**config.mk**
```make
export PLATFORM = sky130hd
export DESIGN_NAME = qpll_quad_fb
export DESIGN_NICKNAME = d
export VERILOG_FILES = /design/src/rtl/qpll_pkg.sv /design/src/rtl/qpll_sync.sv /design/src/rtl/qpll_quad_div.sv /design/src/rtl/qpll_lock_mon.sv /design/src/rtl/qpll_quad_fb.sv
export SDC_FILE = /design/constraint.sdc
export NUM_CORES = 1
export LEC_CHECK = 0
export BUFFER_PORTS_ARGS = -buffer_cell sky130_fd_sc_hd__buf_4
export CORE_ASPECT_RATIO = 1.5
export CORE_UTILIZATION = 46
export DETAILED_ROUTE_END_ITERATION = 16
export MAX_ROUTING_LAYER = met4
export PLACE_DENSITY = 0.61
export SYNTH_ARGS = -nofsm -noshare
export SYNTH_HDL_FRONTEND = slang
export SYNTH_SLANG_ARGS = --single-unit
```
**constraint.sdc**
```tcl
create_clock -name clk -period 12.4 [get_ports clk]
set_clock_uncertainty 0.15 [all_clocks]
set_input_delay 3.1 -clock clk [delete_from_list [all_inputs] [get_ports clk]]
set_output_delay 3.1 -clock clk [all_outputs]
set_load 0.01 [all_outputs]
```
**src/rtl/qpll_pkg.sv**
```systemverilog
package qpll_pkg;

  // Oscillator edge events seen in the system-clock domain.
  typedef struct packed {
    logic rise;
    logic fall;
  } vco_evt_t;

  localparam int SYNC_DEPTH_DEF = 2;

endpackage

```
**src/rtl/qpll_sync.sv**
```systemverilog
module qpll_sync #(
  parameter int WIDTH  = 2,
  parameter int STAGES = 2
) (
  input  logic             clk,
  input  logic             rst_n,
  input  logic [WIDTH-1:0] d,
  output logic [WIDTH-1:0] q
);

  logic [STAGES-1:0][WIDTH-1:0] stg;

  always_ff @(posedge clk or negedge rst_n) begin
    if (!rst_n) stg <= '0;
    else        stg <= {stg[STAGES-2:0], d};
  end

  assign q = stg[STAGES-1];

  generate
    if (STAGES == 2) begin : g_lat_chk
      AST_SYNC_LATENCY: assert property (@(posedge clk) disable iff (!rst_n)
        ($past(rst_n, 1) && $past(rst_n, 2)) |-> (q == $past(d, 2)))
        else $error("synchroniser latency broken");
    end
  endgenerate

endmodule

```
**src/rtl/qpll_quad_div.sv**
```systemverilog
module qpll_quad_div
  import qpll_pkg::*;
(
  input  logic clk,
  input  logic rst_n,
  input  logic vco_s,
  output logic fb_q,
  output logic br_q,
  output logic win_tick
);

  logic     vco_d;
  vco_evt_t evt;

  always_comb begin
    evt.rise = vco_s & ~vco_d;
    evt.fall = ~vco_s & vco_d;
  end

  // Edge history and both divide-by-two stages share one reset.
  always_ff @(posedge clk or negedge rst_n) begin
    if (!rst_n) begin
      vco_d <= 1'b0;
      fb_q  <= 1'b0;
      br_q  <= 1'b0;
    end else begin
      vco_d <= vco_s;
      if (evt.rise) fb_q <= ~fb_q;
      if (evt.fall) br_q <= ~br_q;
    end
  end

  // Start of a new feedback period.
  assign win_tick = evt.rise & ~fb_q;

  AST_RISE_SPLITS: assert property (@(posedge clk) disable iff (!rst_n)
    evt.rise |=> (fb_q != br_q))
    else $error("stages not split after rising edge");

  AST_FALL_JOINS: assert property (@(posedge clk) disable iff (!rst_n)
    evt.fall |=> (fb_q == br_q))
    else $error("stages not joined after falling edge");

  AST_NO_TWIN_TOGGLE: assert property (@(posedge clk) disable iff (!rst_n)
    (fb_q != $past(fb_q)) |-> (br_q == $past(br_q)))
    else $error("both stages toggled together");

endmodule

```
**src/rtl/qpll_lock_mon.sv**
```systemverilog
module qpll_lock_mon #(
  parameter int WIN_PER = 16,
  parameter int CNT_W   = 16,
  parameter int BAND_W  = 8
) (
  input  logic              clk,
  input  logic              rst_n,
  input  logic              pd,
  input  logic              win_tick,
  input  logic [BAND_W-1:0] band,
  output logic              locked
);

  localparam int PER_W = (WIN_PER > 1) ? $clog2(WIN_PER) : 1;
  localparam int EXT_W = CNT_W + 2;
  localparam logic [CNT_W-1:0] CNT_MAX = '1;

  logic [CNT_W-1:0] hi_q, tot_q, hi_nx, tot_nx;
  logic [PER_W-1:0] per_q;
  logic [EXT_W-1:0] twice_hi, tot_ext, mag;
  logic             sat, eval, in_band, locked_q;

  always_comb begin
    sat      = (tot_q == CNT_MAX);
    tot_nx   = sat ? tot_q : tot_q + CNT_W'(1);
    hi_nx    = sat ? hi_q  : hi_q + CNT_W'(pd);
    twice_hi = {1'b0, hi_nx, 1'b0};
    tot_ext  = {2'b00, tot_nx};
    mag      = (twice_hi >= tot_ext) ? (twice_hi - tot_ext) : (tot_ext - twice_hi);
    in_band  = (mag <= EXT_W'(band));
    eval     = win_tick && (per_q == PER_W'(WIN_PER - 1));
  end

  always_ff @(posedge clk or negedge rst_n) begin
    if (!rst_n) begin
      hi_q     <= '0;
      tot_q    <= '0;
      per_q    <= '0;
      locked_q <= 1'b0;
    end else if (eval) begin
      locked_q <= in_band;
      hi_q     <= '0;
      tot_q    <= '0;
      per_q    <= '0;
    end else begin
      hi_q  <= hi_nx;
      tot_q <= tot_nx;
      if (win_tick) per_q <= per_q + PER_W'(1);
    end
  end

  assign locked = locked_q;

  AST_HIGH_WITHIN_TOTAL: assert property (@(posedge clk) disable iff (!rst_n)
    hi_q <= tot_q)
    else $error("high count exceeds total");

  AST_LOCK_HELD: assert property (@(posedge clk) disable iff (!rst_n)
    !eval |=> $stable(locked_q))
    else $error("lock flag moved outside an evaluation");

endmodule

```
**src/rtl/qpll_quad_fb.sv**
```systemverilog
module qpll_quad_fb #(
  parameter int WIN_PER     = 16,
  parameter int CNT_W       = 16,
  parameter int BAND_W      = 8,
  parameter int SYNC_STAGES = qpll_pkg::SYNC_DEPTH_DEF
) (
  input  logic              clk,
  input  logic              rst_n,
  input  logic              vco2x_in,
  input  logic              cur_pol_in,
  input  logic [BAND_W-1:0] lock_band,
  output logic              fb_ref,
  output logic              bridge_ref,
  output logic              pd_out,
  output logic              locked
);

  logic [1:0] raw_in, sync_out;
  logic       fb_int, br_int, tick;

  assign raw_in = {cur_pol_in, vco2x_in};

  // One synchroniser for both asynchronous inputs: equal latency on each.
  qpll_sync #(.WIDTH(2), .STAGES(SYNC_STAGES)) u_sync (
    .clk   (clk),
    .rst_n (rst_n),
    .d     (raw_in),
    .q     (sync_out)
  );

  qpll_quad_div u_div (
    .clk      (clk),
    .rst_n    (rst_n),
    .vco_s    (sync_out[0]),
    .fb_q     (fb_int),
    .br_q     (br_int),
    .win_tick (tick)
  );

  assign fb_ref     = fb_int;
  assign bridge_ref = ~br_int;
  assign pd_out     = fb_int ^ sync_out[1];

  qpll_lock_mon #(.WIN_PER(WIN_PER), .CNT_W(CNT_W), .BAND_W(BAND_W)) u_lock (
    .clk      (clk),
    .rst_n    (rst_n),
    .pd       (pd_out),
    .win_tick (tick),
    .band     (lock_band),
    .locked   (locked)
  );

  AST_RESET_LEVELS: assert property (@(posedge clk)
    !rst_n |-> (!fb_ref && bridge_ref && !pd_out && !locked))
    else $error("outputs not at reset levels");

endmodule

```
==> results.md <==
* Status: finished, final reports clean
* P_leak at 2.26 nW
* Delay-heaviest family, CP: compound AO/OA/AOI/OAI gates
* CP Launch Type: register
* RR Startpoint: u_lock.tot_q[0]
* Routability cong. at 0.942
* Worst Hold Path Cells at 0
* Critical Path Sink Type: register
* Ranking of synthesized cells by area: dfrtp_1 (26%), ha_1 (12%), nor2_1 (5.0%), xor2_1 (5.0%), a21oi_1 (4.8%)
* Max-Cap Viols at 0
* Die Y at ~120 um
* Post-route DRC at 0
* Yosys reg bits at between 40 and 50
* First-pass GRT wire length at around 17000 um
* Largest net degree at the start of global routing at 45
* Yosys top cell by area: dfrtp_1
* GRT Util Overall at 24.1%
* Vias in the first global route at approximately 3600
* Sequential fraction of the synthesis area at 26.0%
* Maximum VDD drop at approximately 250 uV
* R2R Setup Slk at between 5000 and 6000 ps
* Seq. cell area at 1100 um2
* Hold Worst Slack at 202 ps
* CP Buf/Inv Count at 0
* Mapped Area at 4240 um2
* Slowest library cell on the worst path: o211ai_2
* Row cnt at 42
* First-pass DRT Iterations at 6
* Area occupied by multi-input gates at 2890 um2
* Port Buffers at 15
* Layout cell share with drive strength beyond 1 at roughly 9.0%
* Diodes inserted at 0
* Via count at 3716
* RSZ-0062 raised after global routing: no
* Synth unique cells at 68
* Slew headroom at 38.2%
* Clk Latency, worst-skew pair at 290 ps
* Final Cycle Share at 57.5%
* Fmax achieved at roughly 140 MHz
* Worst EP arrival at just over 7000 ps
* Final Critical Period at 7130 ps
* Final nets at 577
* Vias/cell at 5.88
* # IOs at 16
* Die span in x at 80.4 um
* Crit path required time at 12450 ps
* Hold Path Class: register to register
* P&R area growth vs syn at 8.70%
* WHS Endpoint: u_sync.q[1]
* PostCTS Resize Cnt at 0
* Worst-Margin Slew at 923 ps
* Clock Tree Root: clkbuf_16
* Most frequent cell after synthesis: nor2_1
* Initial antenna violation count at 0
* Yosys top cell area share at 26.0%
* Hold Crit Start: u_sync.stg[1]
* Syn nets at ~570
* Most common library cells after synthesis: nor2_1 (56), inv_1 (49), dfrtp_1 (44)
* Critical Setup Path Class: register to register
* Worst R2R Path Depth at 26
* R2r endpoint: u_lock.locked
* Core box area at 8880 um2
* Final hold vios at 0
* Cells after Synth at 513
* Cts bufs inserted at 5
* Clock sink count at 44
* EDFF count, synth at 0
* Avg WL per Cell at 16.8 um
* Post-CTS Setup Inserts at 0
* Number of setup violations in the final report at 0
* CTS max path bufs at 2
* Setup_tns at 0 ps
* Slew Viols, Final at 0
* Synth async-reset ratio at 100%
* Initial core utilization at 47.8%
* Synth Flop Type: dfrtp_1
* Antenna-violating nets left at 0
* Worst-path clk slew at ~70 ps
* Slowest Stage Delay on Critical Path at 760 ps
* Post-DP HPWL at 8500 um
* Die ar. at 9620 um2
* PD cells at 330 nW/um2
* Total gr overflow at 0
* Critical-path maximum fanout at 17
* Total Wirelength at 10600 um
* CTS tree: done
* DR iter-0 viols at 272
* Yosys warns at 0
* Synthesized area per cell at approximately 8.3 um2
* H-tree depth at 2
* Fill cells at 858
* Hold_buf cts at 0
cell usage in the layout, fill, tap and decap left out, types with 6 or more instances in the layout:
master / count
dfrtp_1: 44
nand2_1: 36
mux2i_1: 10
inv_1: 49
nor3_1: 6
nor2b_1: 8
o21a_1: 8
ha_1: 42
o21ai_0: 17
buf_4: 16
a21oi_1: 41
nand3_1: 17
xnor2_1: 21
and3_1: 13
nand4_1: 16
a21o_1: 7
nor2_1: 55
xor2_1: 24
routing by layer:
layer	global-route usage, %	vias up	share of wire [%]
li1	-	1832	-
met1	29.5	1765	43
met2	40.1	95	51
met3	1.83	24	3.1
met4	10.3	0	3.4
met5	-	-	0
how the worst max path moves through the flow:
stage                         start       endpoint  slack (ps)  cells past startpoint
detailed placement  u_lock.tot_q[0]  u_lock.locked        5260                     27
global route        u_lock.tot_q[0]  u_lock.locked        4660                     27
floorplan           u_lock.tot_q[0]  u_lock.locked        6300                     30
global placement    u_lock.tot_q[0]  u_lock.locked        5520                     26
CTS                 u_lock.tot_q[0]  u_lock.locked        5220                     27
finish              u_lock.tot_q[0]  u_lock.locked        5270                     26
sequential cells by signal, indices dropped and copies added (netlist names):
register / count
u_lock.per_q: 4
u_div.vco_d: 1
u_lock.locked: 1
u_sync.stg: 2
u_lock.hi_q: 16
u_sync.q: 2
u_div.fb_q: 1
u_div.br_q: 1
u_lock.tot_q: 16
layout make-up:
| type | instances | share of cell area, % |
|---|---|---|
| Clock buffer | 5 | 2.71 |
| Clock inverter | 3 | 1.00 |
| Inverter | 50 | 4.07 |
| Multi-Input combinational cell | 404 | 62.8 |
| Sequential cell | 44 | 23.9 |
| Tap cell | 110 | 2.98 |
| Timing Repair Buffer | 16 | 2.60 |
cell families (layout without fill, tap and decap cells):
family | after synthesis | in the layout | synth area share (%)
xor+xnor | 46 | 46 | 9.67
fa+ha+maj | 44 | 44 | 13.3
compound gates | 123 | 123 | 21.1
simple gates | 179 | 179 | 21.1
flops | 44 | 44 | 26.0
buf+inv | 65 | 74 | 5.90
mux | 12 | 12 | 2.89
per-stage QoR:
step / util (%) / worst slack [ps] / cells / total power, mW / cell area [um2]
floorplan: - / 6300 / 513 / 1.12 / 4240
global placement: 50.0 / 5520 / 624 / 1.36 / 4440
detailed placement: 50.0 / 5260 / 624 / 1.37 / 4440
CTS: 51.9 / 5220 / 632 / 1.53 / 4610
global route: 51.9 / 4660 / 632 / 1.66 / 4610
finish: 51.9 / 5270 / 632 / 1.52 / 4610
power breakdown:
part	internal (mW)	total (mW)	switching (mW)
clock	0.0958	0.154	0.0580
combinational	0.502	1.16	0.653
sequential	0.176	0.213	0.0369
total	0.774	1.52	0.748
Power figures use the tool's default switching activity.
